**src/rtl/peer_hub_pkg.sv**
```systemverilog
package peer_hub_pkg;
  localparam int STATE_W = 32;
  localparam int VEC_W   = 16;
  localparam int TGT_W   = 16;

  typedef enum logic {
    KIND_DOORBELL = 1'b0,
    KIND_STATE    = 1'b1
  } req_kind_e;
endpackage

```
**src/rtl/peer_hub_arb.sv**
```systemverilog
module peer_hub_arb #(
  parameter int N = 4,
  localparam int IW = $clog2(N)
) (
  input  logic          clk_i,
  input  logic          rst_ni,
  input  logic [N-1:0]  req_i,
  output logic [N-1:0]  gnt_o,
  output logic [IW-1:0] idx_o,
  output logic          any_o
);
  logic [IW-1:0] last_q;
  logic [N-1:0]  gnt_prev_q;

  // search starts one past the last served peer
  always_comb begin
    gnt_o = '0;
    idx_o = '0;
    any_o = 1'b0;
    for (int k = 1; k <= N; k++) begin
      int c;
      logic [IW-1:0] ci;
      c = int'(last_q) + k;
      if (c >= N) c = c - N;
      ci = IW'(c);
      if (!any_o && req_i[ci]) begin
        any_o     = 1'b1;
        gnt_o[ci] = 1'b1;
        idx_o     = ci;
      end
    end
  end

  always_ff @(posedge clk_i or negedge rst_ni) begin
    if (!rst_ni) begin
      last_q     <= IW'(N - 1);
      gnt_prev_q <= '0;
    end else begin
      if (any_o) last_q <= idx_o;
      gnt_prev_q <= gnt_o;
    end
  end

  AST_GNT_ONEHOT: assert property (@(posedge clk_i) disable iff (!rst_ni)
    $onehot0(gnt_o));

  AST_RR_REPEAT_ALONE: assert property (@(posedge clk_i) disable iff (!rst_ni)
    ((|gnt_o) && (gnt_o == gnt_prev_q)) |-> ($countones(req_i) == 1));
endmodule

```
**src/rtl/peer_hub_state.sv**
```systemverilog
module peer_hub_state
  import peer_hub_pkg::*;
#(
  parameter int N = 4,
  localparam int IW = $clog2(N)
) (
  input  logic               clk_i,
  input  logic               rst_ni,
  input  logic               acc_i,
  input  req_kind_e          kind_i,
  input  logic [IW-1:0]      src_i,
  input  logic [STATE_W-1:0] data_i,
  output logic               chg_o,
  output logic [N-1:0]       active_o,
  output logic               tbl_we_o,
  output logic [IW-1:0]      tbl_idx_o,
  output logic [STATE_W-1:0] tbl_data_o
);
  logic [N-1:0][STATE_W-1:0] shadow_q;

  assign chg_o = acc_i && (kind_i == KIND_STATE) && (data_i != shadow_q[src_i]);

  always_comb begin
    for (int p = 0; p < N; p++) active_o[p] = |shadow_q[p];
  end

  always_ff @(posedge clk_i or negedge rst_ni) begin
    if (!rst_ni) begin
      shadow_q   <= '0;
      tbl_we_o   <= 1'b0;
      tbl_idx_o  <= '0;
      tbl_data_o <= '0;
    end else begin
      tbl_we_o <= chg_o;
      if (chg_o) begin
        shadow_q[src_i] <= data_i;
        tbl_idx_o       <= src_i;
        tbl_data_o      <= data_i;
      end
    end
  end

  AST_TBL_NEEDS_ACCEPT: assert property (@(posedge clk_i) disable iff (!rst_ni)
    tbl_we_o |-> $past(acc_i));

  AST_ACTIVE_TRACKS_TBL: assert property (@(posedge clk_i) disable iff (!rst_ni)
    tbl_we_o |-> (active_o[tbl_idx_o] == (tbl_data_o != '0)));
endmodule

```
**src/rtl/peer_hub_irq.sv**
```systemverilog
module peer_hub_irq
  import peer_hub_pkg::*;
#(
  parameter int N  = 4,
  parameter int NV = 4,
  localparam int IW = $clog2(N),
  localparam int VW = (NV > 1) ? $clog2(NV) : 1
) (
  input  logic                 clk_i,
  input  logic                 rst_ni,
  input  logic                 db_acc_i,
  input  logic                 chg_i,
  input  logic [IW-1:0]        src_i,
  input  logic [TGT_W-1:0]     tgt_i,
  input  logic [VEC_W-1:0]     vec_i,
  input  logic [N-1:0]         active_i,
  input  logic [N-1:0]         irq_en_i,
  input  logic [N*NV-1:0]      vec_en_i,
  output logic [N-1:0]         irq_valid_o,
  output logic [N*VEC_W-1:0]   irq_vec_o
);
  logic [N-1:0][NV-1:0]    vmask;
  logic [N-1:0]            hit_mask;
  logic [VEC_W-1:0]        hit_vec;
  logic [N-1:0]            s1_mask_q;
  logic [VEC_W-1:0]        s1_vec_q;
  logic [N-1:0][VEC_W-1:0] vec_q;
  logic [IW-1:0]           tgt_idx;
  logic                    tgt_ok;
  logic                    vec_ok;

  assign vmask   = vec_en_i;
  assign tgt_idx = tgt_i[IW-1:0];
  assign tgt_ok  = 32'(tgt_i) < N;
  assign vec_ok  = 32'(vec_i) < NV;

  always_comb begin
    hit_mask = '0;
    hit_vec  = '0;
    if (chg_i) begin
      for (int p = 0; p < N; p++)
        hit_mask[p] = (IW'(p) != src_i) && irq_en_i[p] && vmask[p][0];
    end else if (db_acc_i && tgt_ok && vec_ok) begin
      if (active_i[tgt_idx] && irq_en_i[tgt_idx] && vmask[tgt_idx][vec_i[VW-1:0]]) begin
        hit_mask[tgt_idx] = 1'b1;
        hit_vec           = vec_i;
      end
    end
  end

  // stage 1 lines up with the table write, stage 2 drives the peers
  always_ff @(posedge clk_i or negedge rst_ni) begin
    if (!rst_ni) begin
      s1_mask_q   <= '0;
      s1_vec_q    <= '0;
      irq_valid_o <= '0;
    end else begin
      s1_mask_q   <= hit_mask;
      s1_vec_q    <= hit_vec;
      irq_valid_o <= s1_mask_q;
    end
  end

  for (genvar p = 0; p < N; p++) begin : g_peer
    always_ff @(posedge clk_i or negedge rst_ni) begin
      if (!rst_ni) vec_q[p] <= '0;
      else         vec_q[p] <= s1_mask_q[p] ? s1_vec_q : '0;
    end

    AST_IRQ_ENABLED: assert property (@(posedge clk_i) disable iff (!rst_ni)
      irq_valid_o[p] |-> $past(irq_en_i[p], 2));

    AST_VEC_IDLE_ZERO: assert property (@(posedge clk_i) disable iff (!rst_ni)
      !irq_valid_o[p] |-> (vec_q[p] == '0));
  end

  assign irq_vec_o = vec_q;
endmodule

```
**src/rtl/peer_hub.sv**
```systemverilog
module peer_hub
  import peer_hub_pkg::*;
#(
  parameter int NUM_PEERS = 4,
  parameter int NUM_VEC   = 4,
  localparam int IW = $clog2(NUM_PEERS)
) (
  input  logic                           clk_i,
  input  logic                           rst_ni,
  input  logic [NUM_PEERS-1:0]           req_valid_i,
  input  logic [NUM_PEERS-1:0]           req_kind_i,
  input  logic [NUM_PEERS*STATE_W-1:0]   req_data_i,
  output logic [NUM_PEERS-1:0]           req_ready_o,
  input  logic [NUM_PEERS-1:0]           peer_rst_i,
  input  logic [NUM_PEERS-1:0]           irq_en_i,
  input  logic [NUM_PEERS*NUM_VEC-1:0]   vec_en_i,
  output logic [NUM_PEERS-1:0]           irq_valid_o,
  output logic [NUM_PEERS*VEC_W-1:0]     irq_vec_o,
  output logic                           tbl_we_o,
  output logic [IW-1:0]                  tbl_idx_o,
  output logic [STATE_W-1:0]             tbl_data_o
);
  logic [NUM_PEERS-1:0][STATE_W-1:0] req_data;
  logic [NUM_PEERS-1:0] rst_pend_q;
  logic [NUM_PEERS-1:0] want;
  logic [NUM_PEERS-1:0] gnt;
  logic [IW-1:0]        gnt_idx;
  logic                 gnt_any;
  logic                 from_rst;
  req_kind_e            sel_kind;
  logic [STATE_W-1:0]   sel_data;
  logic                 chg;
  logic                 db_acc;
  logic [NUM_PEERS-1:0] active;

  assign req_data = req_data_i;
  assign want     = req_valid_i | rst_pend_q;

  peer_hub_arb #(.N(NUM_PEERS)) u_arb (
    .clk_i (clk_i),
    .rst_ni(rst_ni),
    .req_i (want),
    .gnt_o (gnt),
    .idx_o (gnt_idx),
    .any_o (gnt_any)
  );

  // a pending reset stands in for the peer's own request
  assign from_rst    = rst_pend_q[gnt_idx];
  assign sel_kind    = from_rst ? KIND_STATE : req_kind_e'(req_kind_i[gnt_idx]);
  assign sel_data    = from_rst ? '0 : req_data[gnt_idx];
  assign req_ready_o = gnt & ~rst_pend_q;
  assign db_acc      = gnt_any && (sel_kind == KIND_DOORBELL);

  always_ff @(posedge clk_i or negedge rst_ni) begin
    if (!rst_ni) rst_pend_q <= '0;
    else         rst_pend_q <= (rst_pend_q & ~gnt) | peer_rst_i;
  end

  peer_hub_state #(.N(NUM_PEERS)) u_state (
    .clk_i     (clk_i),
    .rst_ni    (rst_ni),
    .acc_i     (gnt_any),
    .kind_i    (sel_kind),
    .src_i     (gnt_idx),
    .data_i    (sel_data),
    .chg_o     (chg),
    .active_o  (active),
    .tbl_we_o  (tbl_we_o),
    .tbl_idx_o (tbl_idx_o),
    .tbl_data_o(tbl_data_o)
  );

  peer_hub_irq #(.N(NUM_PEERS), .NV(NUM_VEC)) u_irq (
    .clk_i      (clk_i),
    .rst_ni     (rst_ni),
    .db_acc_i   (db_acc),
    .chg_i      (chg),
    .src_i      (gnt_idx),
    .tgt_i      (sel_data[31:16]),
    .vec_i      (sel_data[15:0]),
    .active_i   (active),
    .irq_en_i   (irq_en_i),
    .vec_en_i   (vec_en_i),
    .irq_valid_o(irq_valid_o),
    .irq_vec_o  (irq_vec_o)
  );

  for (genvar p = 0; p < NUM_PEERS; p++) begin : g_chk
    AST_NO_SELF_NOTIFY: assert property (@(posedge clk_i) disable iff (!rst_ni)
      (tbl_we_o && tbl_idx_o == IW'(p)) |=> !irq_valid_o[p]);

    AST_RST_HOLDS_REQ: assert property (@(posedge clk_i) disable iff (!rst_ni)
      (rst_pend_q[p] && req_valid_i[p]) |-> !req_ready_o[p]);
  end
endmodule

```
**config.mk**
```make
export PLATFORM = sky130hd
export DESIGN_NAME = peer_hub
export DESIGN_NICKNAME = d
export VERILOG_FILES = /design/src/rtl/peer_hub_pkg.sv /design/src/rtl/peer_hub_arb.sv /design/src/rtl/peer_hub_state.sv /design/src/rtl/peer_hub_irq.sv /design/src/rtl/peer_hub.sv
export SDC_FILE = /design/constraint.sdc
export NUM_CORES = 1
export LEC_CHECK = 0
export BUFFER_PORTS_ARGS = -buffer_cell sky130_fd_sc_hd__buf_2
export CAP_MARGIN = 10
export CELL_PAD_IN_SITES_DETAIL_PLACEMENT = 1
export CELL_PAD_IN_SITES_GLOBAL_PLACEMENT = 2
export CORE_UTILIZATION = 36
export CTS_CLUSTER_DIAMETER = 30
export CTS_CLUSTER_SIZE = 20
export DETAILED_ROUTE_END_ITERATION = 8
export PLACE_DENSITY = 0.79
export SLEW_MARGIN = 20
export SYNTH_ARGS = -nofsm -noshare
export SYNTH_HDL_FRONTEND = slang
export SYNTH_SLANG_ARGS = --single-unit
```
**constraint.sdc**
```tcl
create_clock -name clk_i -period 8.4 [get_ports clk_i]
set_clock_uncertainty 0.05 [all_clocks]
set_input_delay 1.68 -clock clk_i [delete_from_list [all_inputs] [get_ports clk_i]]
set_output_delay 1.68 -clock clk_i [all_outputs]
set_load 0.005 [all_outputs]
```
==> results_dict.tcl <==
set metrics [dict create \
    slew_headroom_pct 24.0 \
    fp.dieW_um 204 \
    setup_violations 0 \
    die_area_um2 41600 \
    routed-via-count 13900 \
    cp_max_fo 44 \
    postCtsHoldBufs 0 \
    seq_power_share_pct 20.2 \
    first_iter_violations 944 \
    synth_edf_count 0 \
    synth-seq-area-share_pct 43.8 \
    rsz0062_at_grt "no" \
    firstDrtPassIters 5 \
    std_cell_rows 73 \
    synthArstFlopShare_pct 100 \
    cts_setup_buffers 0 \
    drt_wl_total_um 59800 \
    endpoint_kind "flip-flop" \
    cp.required_ns 8.84 \
    combPwrFrac_pct 56.7 \
    finalCritPeriodShare_pct 79.1 \
    hp-class "reg -> reg" \
    avgSynthCellArea_um2 10.1 \
    r2r_setup_slack_ns 1.76 \
    clock_latency_ns 0.61 \
    ys.flop_type "dfrtp_1" \
    io_pins 269 \
    grt_overflow 0 \
    fin_nets 1901 \
    die_h_um 204 \
    antenna_cells 0 \
    p_per_area_nw_per_um2 552 \
    syn_inst 1454 \
    yosys_warnings 0 \
    finalHoldViolations 0 \
    start_kind "flip-flop" \
    status "complete, no violations" \
    cts.repair.resized 0 \
    core_area_um2 40000 \
    grt_pass1_wl_um 90800 \
    p_switching_mw 5.04 \
    drv_cap 0 \
    wl_per_cell_um 26.0 \
    grt_pass1_vias 14500 \
    drc 0 \
    postLayoutCoreUtil_pct 46.7 \
    synth.ff_latch_count 257 \
    stdcell_area_um2 18700 \
    clock-sinks 257 \
    ir_drop_v 0.000253 \
    cts_buffer_depth 3 \
    io_buffers 268 \
    fillerInstances 4507 \
    dp_cells 2195 \
    grt.total_usage_pct 28.8 \
    areaGrowthSynthToFinish_pct 27.2 \
    fin_setup_tns_ns 0 \
    finalPower_mw 10.3 \
    slew_viol_final 0 \
    stdcell_count 2304 \
    grt_max_degree 158 \
    syn_area_um2 14700 \
    clkTransAtPathRegs_ns 0.05 \
    post_synth_num_cell_types 86 \
    cts_tree "yes" \
    dpl-instance-area_um2 16600 \
    p_clk_share_pct 23.1 \
    antenna_found_initial 0 \
    worstMarginPinSlew_ns 1.13 \
    cts_buffers 58 \
    switching_share_pct 48.9 \
    vias_per_cell 6.02 \
    start_util_pct 36.7 \
    cp.arrival_ns 7.08 \
    place_congestion 0.916 \
    clock-root-buffer "clkbuf_16" \
    p_int_mw 5.27 \
    finalCriticalPeriod_ns 6.64 \
    fmax_ghz 0.151 \
    dpl.hpwl_um 41900 \
    layout-drive-gt1-share_pct 26.0 \
    path_class "reg -> reg" \
    antenna_left 0 \
    cts_htree_levels 2 \
    leakagePower_nw 8.71 \
]
## state kept, by name, summed over array words and instances (netlist names), 4 cells and up
name and flops:
u_state.shadow_q 128, u_irq.irq_vec_o 64, u_state.tbl_data_o 32, u_irq.s1_vec_q 16, rst_pend_q 4, u_irq.irq_valid_o 4
u_irq.s1_mask_q 4
## power groups by stage
stage                     combinational (mW)  clock, mW  sequential [mW]
after floorplan                         3.84          0             1.88
after global placement                  5.62          0             2.07
after detailed placement                5.73          0             2.08
after CTS                               5.78       2.41             2.07
after global routing                    6.22       2.47             2.12
final                                   5.85       2.38             2.08
## per-stage QoR
stage / hold WS, ns / setup slack [ns]
after global routing: 0.456 / 1.47
final: 0.429 / 1.76
after global placement: 0.413 / 1.36
after CTS: 0.436 / 1.74
after detailed placement: 0.422 / 1.26
after floorplan: 0.375 / 2.57
## worst paths after layout
kind / from / cells after the start / end
worst min register to register: u_state.tbl_data_o[13] / 1 / u_state.tbl_data_o[13]
worst max register to register: u_arb.last_q[1] / 16 / u_state.shadow_q[50]
worst max-delay path: u_arb.last_q[1] / 16 / u_state.shadow_q[50]
worst min-delay path: u_state.tbl_data_o[13] / 1 / u_state.tbl_data_o[13]
min in group asynchronous: rst_ni / 1 / u_irq.irq_valid_o[2]
max in group asynchronous: rst_ni / 2 / u_state.shadow_q[110]
## critical path: stages (launching register included)
cell and delay [ns]:
dfstp_2 0.70, inv_1 0.21, ha_1 0.52, nor4bb_1 0.64
nor4_4 0.20, o21ai_2 0.48, a2bb2oi_4 0.13, nand2_1 0.53
a21boi_2 0.64, buf_4 0.42, a21oi_1 0.07, nor2_1 0.15
nor3_1 0.07, or3_1 0.50, or2_2 0.61, buf_12 0.28
a32o_1 0.28
## area by class of cell
cell class / instances / area, um2 / area share [%]
Inverter: 18 / 67.6 / 0.362
Clock buffer: 73 / 1570 / 8.39
Multi-Input combinational cell: 1088 / 7750 / 41.5
Sequential cell: 257 / 6430 / 34.4
Clock inverter: 35 / 498 / 2.67
Timing Repair Buffer: 308 / 1710 / 9.15
Tap cell: 525 / 657 / 3.52
## cell usage after synthesis (43+ instances only)
master	n	area (um2)
a21oi_1	53	265
a311oi_1	51	447
a32o_1	65	651
and2_1	65	407
and3_1	43	269
buf_2	45	225
clkbuf_1	46	173
dfrtp_1	255	6380
mux2_1	70	788
mux2i_1	46	460
nand2_1	137	514
nor2_1	79	297
nor3_1	45	225
## placed cells by master (no fill, tap or decap), types with 43 or more instances in the layout
cell type  netlist  layout
dfrtp_1        255     255
nand2_1        137     137
mux2i_1         46      46
a21oi_1         53      53
clkbuf_16        0      58
a311oi_1        51      51
nor2_1          79      79
buf_2           45     267
mux2_1          70      70
and3_1          43      43
and2_1          65      65
nor3_1          45      45
a32o_1          65      65
## cells by family (layout without fill, tap and decap cells)
logic type	after synthesis	after routing	synth area share (%)
buffers and inverters	122	434	3.94
xor gates and xnor gates	45	45	2.68
AOI/OAI and AO/OA	356	356	18.9
and+or+nand+nor	532	532	19.9
DFF	257	257	43.8
other	1	14	0.0255
muxes	133	133	10.1
adders and majority gates	8	8	0.682
## per-layer routing
metal	track usage [%]	routed length (um)	vias up
li1	-	-	6104
met1	38.1	25700	7186
met2	47.5	28700	479
met3	4.15	3350	110
met4	11.4	2030	0
met5	0	0	-
Note: power is estimated with default switching activity, not from simulation.
